$ cat src/rtl/pws_pkg.sv
package pws_pkg;

  typedef enum logic [1:0] {
    ST_IDLE,
    ST_COLLECT,
    ST_COMMIT,
    ST_HOLD
  } pws_state_e;

  // Offset step that stays inside a page of the given depth.
  function automatic int unsigned wrap_inc(int unsigned off, int unsigned depth);
    if (off + 1 >= depth) return 0;
    return off + 1;
  endfunction

  // Status byte: all ones during the internal cycle.
  function automatic logic [7:0] status_view(logic [2:0] prot, logic wl, logic bsy);
    if (bsy) return 8'hFF;
    return {prot[2], 3'b000, prot[1:0], wl, 1'b0};
  endfunction

endpackage

$ cat src/rtl/pws_page_buf.sv
module pws_page_buf #(
  parameter int PAGE = 64,
  parameter int DW   = 8,
  localparam int OFF_W = (PAGE > 1) ? $clog2(PAGE) : 1
) (
  input  logic             clk,
  input  logic             rst_n,
  input  logic             clr,
  input  logic             wr_en,
  input  logic [OFF_W-1:0] wr_idx,
  input  logic [DW-1:0]    wr_data,
  input  logic [OFF_W-1:0] rd_idx,
  output logic [DW-1:0]    rd_data,
  output logic             rd_valid
);

  logic [DW-1:0]   slot_q [PAGE];
  logic [PAGE-1:0] vld_q;

  always_ff @(posedge clk or negedge rst_n) begin
    if (!rst_n) begin
      vld_q <= '0;
      for (int i = 0; i < PAGE; i++) slot_q[i] <= '0;
    end else if (clr) begin
      vld_q <= '0;
    end else if (wr_en) begin
      vld_q[wr_idx]  <= 1'b1;
      slot_q[wr_idx] <= wr_data;
    end
  end

  assign rd_data  = slot_q[rd_idx];
  assign rd_valid = vld_q[rd_idx];

  // a cleared buffer holds no valid slot in the next cycle
  a_r5_clear_empties: assert property (@(posedge clk) disable iff (!rst_n)
    clr |=> (vld_q == '0));

endmodule

$ cat src/rtl/pws_busy_timer.sv
module pws_busy_timer #(
  parameter int CYCLES = 1000,
  localparam int CNT_W = $clog2(CYCLES + 1)
) (
  input  logic clk,
  input  logic rst_n,
  input  logic start,
  output logic busy,
  output logic done
);

  logic [CNT_W-1:0] cnt_q;
  logic             busy_q;

  assign done = busy_q && (cnt_q == CNT_W'(CYCLES - 1));
  assign busy = busy_q;

  always_ff @(posedge clk or negedge rst_n) begin
    if (!rst_n) begin
      busy_q <= 1'b0;
      cnt_q  <= '0;
    end else if (!busy_q && start) begin
      busy_q <= 1'b1;
      cnt_q  <= '0;
    end else if (busy_q) begin
      if (done) begin
        busy_q <= 1'b0;
        cnt_q  <= '0;
      end else begin
        cnt_q <= cnt_q + 1'b1;
      end
    end
  end

  // the counter never passes the configured window
  a_r7_cnt_in_window: assert property (@(posedge clk) disable iff (!rst_n)
    busy_q |-> (cnt_q < CNT_W'(CYCLES)));

  // a start during the window does not restart the count
  a_r9_no_restart: assert property (@(posedge clk) disable iff (!rst_n)
    (busy_q && !done && start) |=> (cnt_q == $past(cnt_q) + 1'b1));

endmodule

$ cat src/rtl/pws_page_writer.sv
module pws_page_writer
  import pws_pkg::*;
#(
  parameter int ADDR_W      = 15,
  parameter int PAGE        = 64,
  parameter int BUSY_CYCLES = 1000,
  localparam int OFF_W  = (PAGE > 1) ? $clog2(PAGE) : 1,
  localparam int PAGE_W = ADDR_W - OFF_W
) (
  input  logic              clk,
  input  logic              rst_n,
  input  logic              txn_start,
  input  logic [ADDR_W-1:0] start_addr,
  input  logic              byte_vld,
  input  logic [7:0]        byte_data,
  input  logic              cs_rise,
  input  logic              cs_aligned,
  input  logic              wel,
  input  logic              addr_ok,
  input  logic [2:0]        prot_cfg,
  output logic [ADDR_W-1:0] cur_addr,
  output logic              arr_we,
  output logic [ADDR_W-1:0] arr_addr,
  output logic [7:0]        arr_wdata,
  output logic              busy,
  output logic              wel_clr,
  output logic [7:0]        sr_out
);

  pws_state_e        state_q;
  logic [PAGE_W-1:0] page_q;
  logic [OFF_W-1:0]  off_q;
  logic [OFF_W-1:0]  idx_q;
  logic              armed_q;
  logic              got_q;
  logic              clr_q;

  // named internal events
  logic open_txn, take_byte, store_byte, commit_go, discard_txn, last_slot;
  logic tmr_busy, tmr_done;
  logic [7:0] buf_data;
  logic       buf_valid;

  assign open_txn    = (state_q == ST_IDLE) && txn_start;
  assign take_byte   = (state_q == ST_COLLECT) && byte_vld && !cs_rise;
  assign store_byte  = take_byte && addr_ok;
  assign commit_go   = (state_q == ST_COLLECT) && cs_rise && cs_aligned && armed_q && got_q;
  assign discard_txn = (state_q == ST_COLLECT) && cs_rise && !commit_go;
  assign last_slot   = (idx_q == OFF_W'(PAGE - 1));

  pws_page_buf #(.PAGE(PAGE), .DW(8)) u_buf (
    .clk      (clk),
    .rst_n    (rst_n),
    .clr      (open_txn || discard_txn),
    .wr_en    (store_byte),
    .wr_idx   (off_q),
    .wr_data  (byte_data),
    .rd_idx   (idx_q),
    .rd_data  (buf_data),
    .rd_valid (buf_valid)
  );

  pws_busy_timer #(.CYCLES(BUSY_CYCLES)) u_tmr (
    .clk   (clk),
    .rst_n (rst_n),
    .start (commit_go),
    .busy  (tmr_busy),
    .done  (tmr_done)
  );

  always_ff @(posedge clk or negedge rst_n) begin
    if (!rst_n) begin
      state_q <= ST_IDLE;
      page_q  <= '0;
      off_q   <= '0;
      idx_q   <= '0;
      armed_q <= 1'b0;
      got_q   <= 1'b0;
      clr_q   <= 1'b0;
    end else begin
      clr_q <= tmr_done;
      unique case (state_q)
        ST_IDLE: begin
          if (txn_start) begin
            state_q <= ST_COLLECT;
            page_q  <= start_addr[ADDR_W-1:OFF_W];
            off_q   <= start_addr[OFF_W-1:0];
            armed_q <= wel;
            got_q   <= 1'b0;
          end
        end
        ST_COLLECT: begin
          if (commit_go) begin
            state_q <= ST_COMMIT;
            idx_q   <= '0;
          end else if (discard_txn) begin
            state_q <= ST_IDLE;
          end else if (take_byte) begin
            off_q <= OFF_W'(wrap_inc(int'(off_q), PAGE));
            got_q <= 1'b1;
          end
        end
        ST_COMMIT: begin
          if (tmr_done)       state_q <= ST_IDLE;
          else if (last_slot) state_q <= ST_HOLD;
          else                idx_q   <= idx_q + 1'b1;
        end
        ST_HOLD: begin
          if (tmr_done) state_q <= ST_IDLE;
        end
        default: state_q <= ST_IDLE;
      endcase
    end
  end

  assign cur_addr  = {page_q, off_q};
  assign arr_we    = (state_q == ST_COMMIT) && buf_valid;
  assign arr_addr  = {page_q, idx_q};
  assign arr_wdata = buf_data;
  assign busy      = tmr_busy;
  assign wel_clr   = clr_q;
  assign sr_out    = status_view(prot_cfg, wel, tmr_busy);

  // a byte never moves the page bits
  a_r2_page_fixed: assert property (@(posedge clk) disable iff (!rst_n)
    take_byte |=> (cur_addr[ADDR_W-1:OFF_W] == $past(cur_addr[ADDR_W-1:OFF_W])));

  // an unaligned chip-select rise never starts a cycle
  a_r3_unaligned_drop: assert property (@(posedge clk) disable iff (!rst_n)
    ((state_q == ST_COLLECT) && cs_rise && !cs_aligned) |=> !busy);

  // a transaction opened without the latch never starts a cycle
  a_r4_unarmed_drop: assert property (@(posedge clk) disable iff (!rst_n)
    ((state_q == ST_COLLECT) && cs_rise && !armed_q) |=> !busy);

  // a commit raises busy in the next cycle
  a_r7_busy_follows: assert property (@(posedge clk) disable iff (!rst_n)
    commit_go |=> busy);

  // clear pulse comes right as busy falls and lasts one cycle
  a_r8_clr_at_fall: assert property (@(posedge clk) disable iff (!rst_n)
    wel_clr |-> (!busy && $past(busy)));
  a_r8_clr_single: assert property (@(posedge clk) disable iff (!rst_n)
    wel_clr |=> !wel_clr);

  // a start during busy leaves the page register alone
  a_r9_page_held: assert property (@(posedge clk) disable iff (!rst_n)
    (busy && txn_start) |=> $stable(page_q));

  // array writes only inside the busy window
  a_r11_we_in_busy: assert property (@(posedge clk) disable iff (!rst_n)
    arr_we |-> busy);

endmodule

$ cat config.mk
export PLATFORM = sky130hd
export DESIGN_NAME = pws_page_writer
export DESIGN_NICKNAME = d
export VERILOG_FILES = /design/src/rtl/pws_pkg.sv /design/src/rtl/pws_page_buf.sv /design/src/rtl/pws_busy_timer.sv /design/src/rtl/pws_page_writer.sv
export SDC_FILE = /design/constraint.sdc
export NUM_CORES = 1
export LEC_CHECK = 0
export BUFFER_PORTS_ARGS = -buffer_cell sky130_fd_sc_hd__buf_2
export CAP_MARGIN = 20
export CORE_UTILIZATION = 62
export CTS_CLUSTER_DIAMETER = 150
export DETAILED_ROUTE_END_ITERATION = 16
export PLACE_DENSITY = 0.78
export SETUP_SLACK_MARGIN = 0.3
export SYNTH_ARGS = -nofsm -noshare
export SYNTH_HDL_FRONTEND = slang
export SYNTH_SLANG_ARGS = --single-unit
export TNS_END_PERCENT = 100
$ cat constraint.sdc
create_clock -name clk -period 4.3 [get_ports clk]
set_input_delay 0.43 -clock clk [delete_from_list [all_inputs] [get_ports clk]]
set_output_delay 0.43 -clock clk [all_outputs]
set_load 0.02 [all_outputs]
==> impl_summary.md, run 1 <==
Status
The run finished with clean final reports.

GRT
The remaining global-route overflow is 0. The via count of the first global-routing pass came to 18270. The number of antenna violations at the first check in global routing is 2. The met2 track utilization from global routing is around half. In the global route stage, met1 resource usage came out at 44.73%. The first global-routing pass estimated roughly 110000 microns of wire. Entering global routing, the biggest net connects approximately 110 pins. The global routing stage identified its most utilized layer as met2. For this run, global-route usage on met3 was measured as under 10%. The all-layer global routing usage is 31.79%.

STA
The number of hold-slack violations in the final timing report is 0. The final worst setup slack is 0.3812 ns. The time the final worst path needs with I/O delays and setup is 3.919 ns.

Headroom to the max-slew limit came out at 32.49%. The total setup violations reported at the end of the flow is 0. The worst hold slack is 0.03779 ns.

Between clock sinks in the finished design, the worst skew comes to 0.01323 ns. The number of max-slew violations in the final report was 0. The slew at the pin with the worst max-slew slack is 1.005 ns. Setup repair after global routing left no endpoint under its margin. Static timing analysis puts the maximum clock frequency at 0.2552 GHz.

The final clock period utilization by the worst path is roughly nine tenths. The accumulated negative setup slack is 0 ns.

Synthesis
The number of library cell types mapped by synthesis is 66. In this run, synthesis inferred 0 flip-flops with an integrated enable. When the netlist entered floorplanning its net count stood at 2040. Sorting the synthesized cells by area gives the leading types as dfrtp_1 (55%), mux2_2 (21%), mux4_2 (9.3%), nand2_1 (2.8%), mux2i_1 (2.4%).

For this run, the register share of the synthesized area comes to 54.60%. The Yosys warning count is 0. For this run, the leading register cell type out of synthesis is dfrtp_1.

The synthesized design contains ~610 register bits. Of all flip-flops after synthesis, the portion carrying an async set or reset was 100.0%. The mapped netlist covers 0.02809 sq mm.

The post-synthesis area per instance is 14.03 sq um. The biggest area contributor in the post-synthesis netlist is dfrtp_1. The gate count after technology mapping is 2003. Summed over its instances, the top area cell type makes up 54.60% of the synthesized netlist area.

Finish
The net count of the finished layout is 2088. In the final layout, the share of cells above drive strength 1 is 43.95%. With fillers left out, the area of the finished cells amounts to 0.03130 sq mm.

Relative to the synthesized area, the layout overhead comes to 11.39%. For this run, the share of the core covered by cells in the final layout is 70.46%.

Floorplan
The core region is 0.04441 sq mm. In this run the horizontal extent of the chip is 214.9 microns. Measured along the y axis, the die boundary spans around 210 microns. 83 I/O pins were placed.

The overall die area is ~0.046 sq mm. The number of placement rows is 77. For this configuration, the core starts out at a cell density of 63.26%.

Routing
The number of DRC violations after detailed routing is 0. Wires add up to 71600 microns. The total via count in the routed design is approximately 18000. The initial DRC count is roughly 1700.

The routed wirelength normalized by instance count is 26.59 microns. The number of nets with antenna violations after detailed routing is 0. For this run, the detailed router's first-pass iteration total came to 5.

The post-detailed-route via-to-cell ratio is between 6 and 7.

Clock tree
The clock sink count is 613. The clock edge transition at the registers on the reported setup and hold paths is 0.06 ns. The buffer levels on the longest clock path is 3. CTS built an H-tree with a depth of 2.

The number of clock buffers added by TritonCTS is 60. At the later pin of the worst-skew pair, clock insertion delay measures ~0.62 ns. The tree is rooted in a clkbuf_16.

TritonCTS built the clock tree.

Critical path
The worst endpoint required time is approximately 3.9 ns. The startpoint class of the critical path is a flop. In this run the worst path has a maximum fanout of 32. The worst setup path is captured at a primary output.

STA puts the critical path data arrival time at between 3 and 4 ns. The class of the most critical setup path is flop to primary output.

Place
The total placed instance area is just under 0.03 sq mm. Routability-driven placement finished with a final weighted congestion of 0.9010. During placement, the flow inserted port buffers numbering between 80 and 90. The HPWL after detailed placement is roughly 45000 microns. The minimum setup slack after placement is 0.7444 ns.

Run
The tool flagged a number of max-cap violations equal to 0.

Pwr
Across the VDD grid, the largest voltage drop is 329.1 uV. The total power density per cell area is 370.4 mW/mm^2. In this run the static leakage power is 15.71 nW.

Hold path
The worst hold path belongs to the class primary input to flop.
layer usage:
layer / wire [microns] / vias to the layer above
met4: 2720 / 0
met2: 34390 / 720
met3: 4914 / 166
met5: 0 / -
li1: - / 7419
met1: 29570 / 9493
final timing paths:
path | start | endpoint | slack, ns | cells past startpoint
setup / recovery | idx_q[2]$_DFFE_PN0P_ | arr_wdata[4] | 0.38 | 5
hold / removal | start_addr[12] | page_q[6]$_DFFE_PN0P_ | 0.04 | 2
setup reg to reg | state_q[1]$_DFFE_PN0P_ | u_buf.slot_q[189]$_DFFE_PN0P_ | 1.48 | 5
hold reg to reg | u_buf.vld_q[7]$_DFFE_PN0P_ | u_buf.vld_q[7]$_DFFE_PN0P_ | 0.47 | 2
max in group asynchronous | rst_n | u_buf.slot_q[151]$_DFFE_PN0P_ | 2.63 | 3
min in group asynchronous | rst_n | u_tmr.cnt_q[8]$_DFFE_PN0P_ | 0.46 | 2
critical path, stage by stage, from the launching register on:
cell and delay, ns:
dfrtp_4 0.72, nor2_1 0.80, a22oi_1 0.29, a22o_1 0.36, a211oi_1 0.44, buf_2 0.26
area by class of cell:
cell class              count  area (sq um)
clock inverters            23         275.3
diodes                      1         2.502
repair buffers            137         994.7
clock buffers              88          1818
well taps                 592         740.7
multi-input cells        1231         12080
fillers                  2937         13120
flip-flops and latches    613         15350
inverters                   8         33.78
power by group:
part	internal (W)	total (W)	leakage, nW	switching [W]
Combinational	0.0000505	0.000281	6.21	0.000230
Clock	0.00327	0.00552	1.03	0.00225
Sequential	0.00577	0.00579	8.47	0.0000113
Total	0.00910	0.0116	15.7	0.00249
repair_timing:
| item | in CTS | in global routing |
|---|---|---|
| buffers inserted | 3 | 2 |
| hold endpoints to repair | 100 | 0 |
| setup endpoints to repair | 7 | 5 |
| hold buffers | 1 | 0 |
| gates resized for setup | 4 | 3 |
cells by family (layout without fill, tap and decap cells):
| family | count (synthesis) | after routing | synth area share (%) |
|---|---|---|---|
| AOI/OAI and AO/OA | 142 | 142 | 3.518 |
| xor gates and xnor gates | 5 | 5 | 0.1559 |
| and+or+nand+nor | 366 | 366 | 6.026 |
| muxes | 715 | 715 | 33.01 |
| buffers and inverters | 159 | 256 | 2.552 |
| other | 0 | 1 | 0 |
| adders and majority gates | 3 | 3 | 0.1336 |
| DFF | 613 | 613 | 54.60 |
synth_stat cells, drive strengths merged (2+ instances only):
cell type	number
nor2	52
xnor2	4
o211ai	2
a32oi	2
inv	8
a221oi	3
a31oi	4
dfrtp	613
mux4	116
a21o	7
a211o	3
ha	3
clkbuf	87
a22oi	10
a2111oi	4
o22ai	12
nor2b	8
nor4	8
buf	64
o21ai	23
and3b	4
nor3	8
o31ai	4
and2	4
o221ai	15
nand3	15
a22o	9
mux2i	66
a211oi	13
a21oi	22
or2	6
mux2	533
nand4	8
nor3b	2
nand2b	8
nand3b	6
nor4b	2
and3	8
nand2	220
state kept, by name, indices dropped and copies added (netlist names):
signal,cells
got_q,1
armed_q,1
off_q,6
state_q,2
u_tmr.busy,1
wel_clr,1
u_buf.vld_q,64
page_q,9
idx_q,6
u_tmr.cnt_q,10
u_buf.slot_q,512
per-stage QoR:
step / total power, W / cells
2_1_floorplan: 0.005987 / 2003
3_3_place_gp: 0.006166 / 2572
3_5_place_dp: 0.006174 / 2572
4_1_cts: 0.01164 / 2687
5_1_grt: 0.01190 / 2693
6_report: 0.01159 / 2693
placed cells by master, fill, tap and decap left out, types with 8 or more instances in the layout:
cell type | Yosys | routed
a211oi_1 | 13 | 11
nand4_1 | 8 | 8
nand2_1 | 212 | 212
clkbuf_16 | 0 | 61
o21ai_0 | 23 | 23
o221ai_1 | 15 | 15
mux2_2 | 531 | 531
mux4_2 | 116 | 116
nand2_2 | 8 | 8
nand3_1 | 13 | 13
and3_1 | 8 | 8
mux2i_1 | 66 | 66
a21oi_1 | 22 | 22
buf_4 | 25 | 39
buf_2 | 21 | 81
o22ai_1 | 12 | 12
clkinv_2 | 0 | 13
nor2_1 | 49 | 49
a22oi_1 | 10 | 10
clkbuf_8 | 0 | 19
clkbuf_1 | 87 | 8
a22o_1 | 9 | 9
nand2b_1 | 8 | 8
dfrtp_1 | 613 | 609
buf_12 | 0 | 12
No activity file was read; power rests on OpenSTA's default activity.
==> run 2: changes to the inputs <==
==> constraint.sdc (replaced) <==
create_clock -name clk -period 3.7 [get_ports clk]
set_input_delay 0.37 -clock clk [delete_from_list [all_inputs] [get_ports clk]]
set_output_delay 0.37 -clock clk [all_outputs]
set_load 0.02 [all_outputs]
==> run 2 against run 1 <==
  * Global-route usage is 1.7 points higher
  * Via count up 2.8%
  * Hold slack worse by 0.0062 ns
  * Die area did not move
  * Wire length rose by 6.3%
  * Power is 15% higher
  * Design area rose by 3.3%
  * Combinational power increased by 24%
  * Non-clock buffer count grew 67
  * Critical endpoint is now arr_wdata[6]
  * First-iteration DRC count up 7.5%
==> impl_summary.md, run 2 (synthesis results as in run 1) <==
STA
The worst setup skew after layout is 0.02470 ns (was 0.01323 ns). The slew at the pin with the worst max-slew slack is 1.118 ns (was 1.005 ns). Setup repair after global routing missed its margin: true (was false).

The number of hold-slack violations in the final timing report is 0 (unchanged). The relative slew slack was 25.19% (was 32.49%). For this run, the top clock speed supported by timing is 0.2789 GHz. The accumulated negative setup slack is 0 ns (unchanged). The number of max-slew violations in the final report was 0 (unchanged).

In the finished design, the share of the clock period the worst path needs comes to 96.92%. Counting I/O delays and the setup requirement, the final critical path takes 3.586 ns. The total setup violations reported at the end of the flow was 0 (unchanged).

Finish
The flip-flop count of the largest register after layout was 512 (unchanged). The most flop-heavy register was u_buf.slot_q (unchanged). The ratio of cells with drive above 1 in the final layout came to 47.14% (was 43.95%). The number of fill cells in the layout came to 2764 (was 2937).

The area used by multi-input combinational logic came to 0.01237 sq mm (was 0.01208 sq mm). The area growth from synthesis to final layout is 15.04% (was 11.39%). The final non-filler cell area is 0.03232 sq mm (was 0.03130 sq mm). The most common cell after layout, fill and taps aside is dfrtp_1 (unchanged).

The final standard cell count with taps included and fillers excluded is 2765 (was 2693). The net count of the finished layout was 2155 (was 2088). Registers with the most flip-flops: u_buf.slot_q: 512 flops, u_buf.vld_q: 64 flops, u_tmr.cnt_q: 10 flops (unchanged). Commonest non-fill, non-tap cells in the layout: dfrtp_1 (608), mux2_2 (531), nand2_1 (212) (was dfrtp_1 (609), mux2_2 (531), nand2_1 (212)). The sequential cell area in the final layout is 0.01535 sq mm (about the same).

Critical path
The worst endpoint required time came to 3.33 ns (was 3.87 ns). The worst flop-to-flop path endpoint is u_buf.slot_q[76]$_DFFE_PN0P_ (was u_buf.slot_q[189]$_DFFE_PN0P_). The slack of the worst reg-to-reg path is 0.63 ns (was 1.48 ns). The worst reg-to-reg path cell count is 5 (unchanged). The startpoint of the worst-slack reg-to-reg timing path was off_q[2]$_DFFE_PN0P_ (was state_q[1]$_DFFE_PN0P_). The delay of the slowest critical-path stage is 0.55 ns (was 0.80 ns). The startpoint class of the critical path is a flop (unchanged). The critical path data arrival time is 3.22 ns (was 3.49 ns). The class of the most critical setup path is flop to primary output (unchanged). Cell breakdown of the critical path: buf_16, buf_12, buf_4, buf_6, mux4_2, mux2i_1, mux2i_1, a2bb2oi_2, o31ai_4, buf_6 (was nor2_1, a22oi_1, a22o_1, a211oi_1, buf_2). The critical path endpoint category is a primary output (unchanged). The highest fanout seen on the critical path is 8 (was 32). The cell type of the slowest stage on the worst timing path is dfrtp_4 (was nor2_1).

Pwr
The leakage power figure came to 16.16 nW (was 15.71 nW). The maximum vdd drop was 437.1 uV (was 329.1 uV). The total power density per cell area came to 411.3 mW/mm^2 (was 370.4 mW/mm^2).

Routing
The routed wirelength normalized by instance count was 27.54 microns (was 26.59 microns). The total via count in the routed design came to 18302 (was 17798). The first-pass iteration count of the detailed router came to 6 (was 5). The total detailed-routing wirelength is 76140 microns (was 71600 microns).

The number of DRC violations after detailed routing is 0 (unchanged). The number of nets with antenna violations after detailed routing is 0 (unchanged). The initial DRC count is 1881 (was 1749). The post-detailed-route via-to-cell ratio is 6.619 (was 6.609).

Place
The total half-perimeter wirelength after legalization and detailed placement is 47790 microns (was 44650 microns). The number of cells after detailed placement is 2593 (was 2572). The placer's final routability congestion estimate was 0.9660 (was 0.9010). The total placed instance area is 0.02931 sq mm (was 0.02906 sq mm). The number of buffers added on ports is 82 (unchanged).

Clock tree
The buffer levels on the longest clock path was 3 (unchanged). The number of levels the H-tree was split into is 2 (unchanged). The clock tree from TritonCTS was yes (unchanged). The clock sink count is 613 (unchanged). The clock root buffer was clkbuf_16 (unchanged). The total CTS buffers is 60 (unchanged). The clock latency on the worst-skew pair is 0.63 ns (was 0.62 ns). The clock edge transition at the registers on the reported setup and hold paths was 0.06 ns (about the same).

Hold path
The startpoint of the worst hold path is start_addr[0] (was start_addr[12]). The class of the tightest hold or removal check is primary input to flop (unchanged). The cell depth of the worst min-delay path is 3 (was 2). The destination of the worst hold path is off_q[0]$_DFFE_PN0P_ (was page_q[6]$_DFFE_PN0P_).

GRT
The number of antenna violations at the first check in global routing is 2 (unchanged). The via count of the first global-routing pass is 18956 (was 18270). The all-layer global routing usage is 33.51% (was 31.79%).

The largest net degree at the start of global routing was 116 (was 109). The remaining global-route overflow is 0 (unchanged). The first-pass GRT wire length was 116400 microns (was 111700 microns).

Floorplan
The height of the die came to 214.9 microns (unchanged). The chip width is 214.9 microns (unchanged). The number of placement rows is 77 (unchanged). The overall die area is 0.04617 sq mm (unchanged). The starting density of the core came to 63.26% (unchanged). The core outline area came to 0.04441 sq mm (unchanged). The number of placed I/O pins is 83 (unchanged).

Run
The max-capacitance violation count is 0 (unchanged).

Status
Outcome: finished, final reports clean (unchanged).
-- run 2: changes by cell type in the layout (fill, tap and decap cells not counted), sizes merged --
cell         before  now
diode             1    3
clkbuf           89   93
bufinv            6    3
clkinvlp          5    2
inv               7   10
clkinv           13   18
dlygate4sd3       1   12
bufbuf            0    2
buf             135  186
-- run 2: worst max-delay path by stage --
stage	cells past startpoint	endpoint	start	slack [ns]
final	10	arr_wdata[6]	idx_q[0]$_DFFE_PN0P_	0.11
after CTS	8	arr_wdata[3]	idx_q[1]$_DFFE_PN0P_	0.23
after floorplan	8	arr_wdata[1]	idx_q[0]$_DFFE_PN0P_	0.82
after global placement	6	arr_wdata[1]	idx_q[0]$_DFFE_PN0P_	0.40
after detailed placement	6	arr_wdata[1]	idx_q[0]$_DFFE_PN0P_	0.44
after global routing	7	arr_wdata[3]	idx_q[0]$_DFFE_PN0P_	0.12
-- run 2: what timing repair did --
item	CTS	global route
hold buffers	12	0
setup buffers	21	14
endpoints found under the hold margin	114	0
cloned	3	4
pin swaps	8	9
gates resized for setup	55	30
endpoints found under the setup margin	9	9
-- run 2: final cells by class --
cell class,instances,share of cell area [%]
flip-flops and latches,613,47.51
multi-input cells,1231,38.26
clock inverters,25,0.6930
clock buffers,89,5.575
well taps,592,2.292
inverters,8,0.09292
repair buffers,204,5.556
diodes,3,0.02323
-- run 2: power breakdown --
part	total [W]	switching, W	internal (W)
clock network	0.00622	0.00264	0.00358
logic	0.000349	0.000278	0.0000708
registers	0.00672	0.0000133	0.00671
total	0.0133	0.00293	0.0104
-- run 2: metal layers --
layer	part of all wire [%]	routed length [microns]	global-route usage [%]
met2	48	36400	53.44
met5	0	0	0
met1	40	30170	45.60
met4	4.6	3474	13.52
met3	8.0	6103	6.610
-- run 2: worst max-delay path: cells and delay by family, from the launching register on --
family	cells	cell delay (ns)
DFF	1	0.55
AOI/OAI and AO/OA	2	0.51
muxes	3	0.78
buffers and inverters	5	0.73
-- run 2: per-stage QoR --
stage / util (%) / setup slack [ns] / power, W / hold slack [ns]
floorplan: - / 0.8235 / 0.006958 / 0.07441
global placement: 65.99 / 0.3995 / 0.007179 / 0.4532
detailed placement: 65.99 / 0.4352 / 0.007188 / 0.4584
CTS: 71.99 / 0.2315 / 0.01334 / 0.01868
global route: 72.76 / 0.1150 / 0.01363 / 0.05257
finish: 72.77 / 0.1138 / 0.01329 / 0.03154
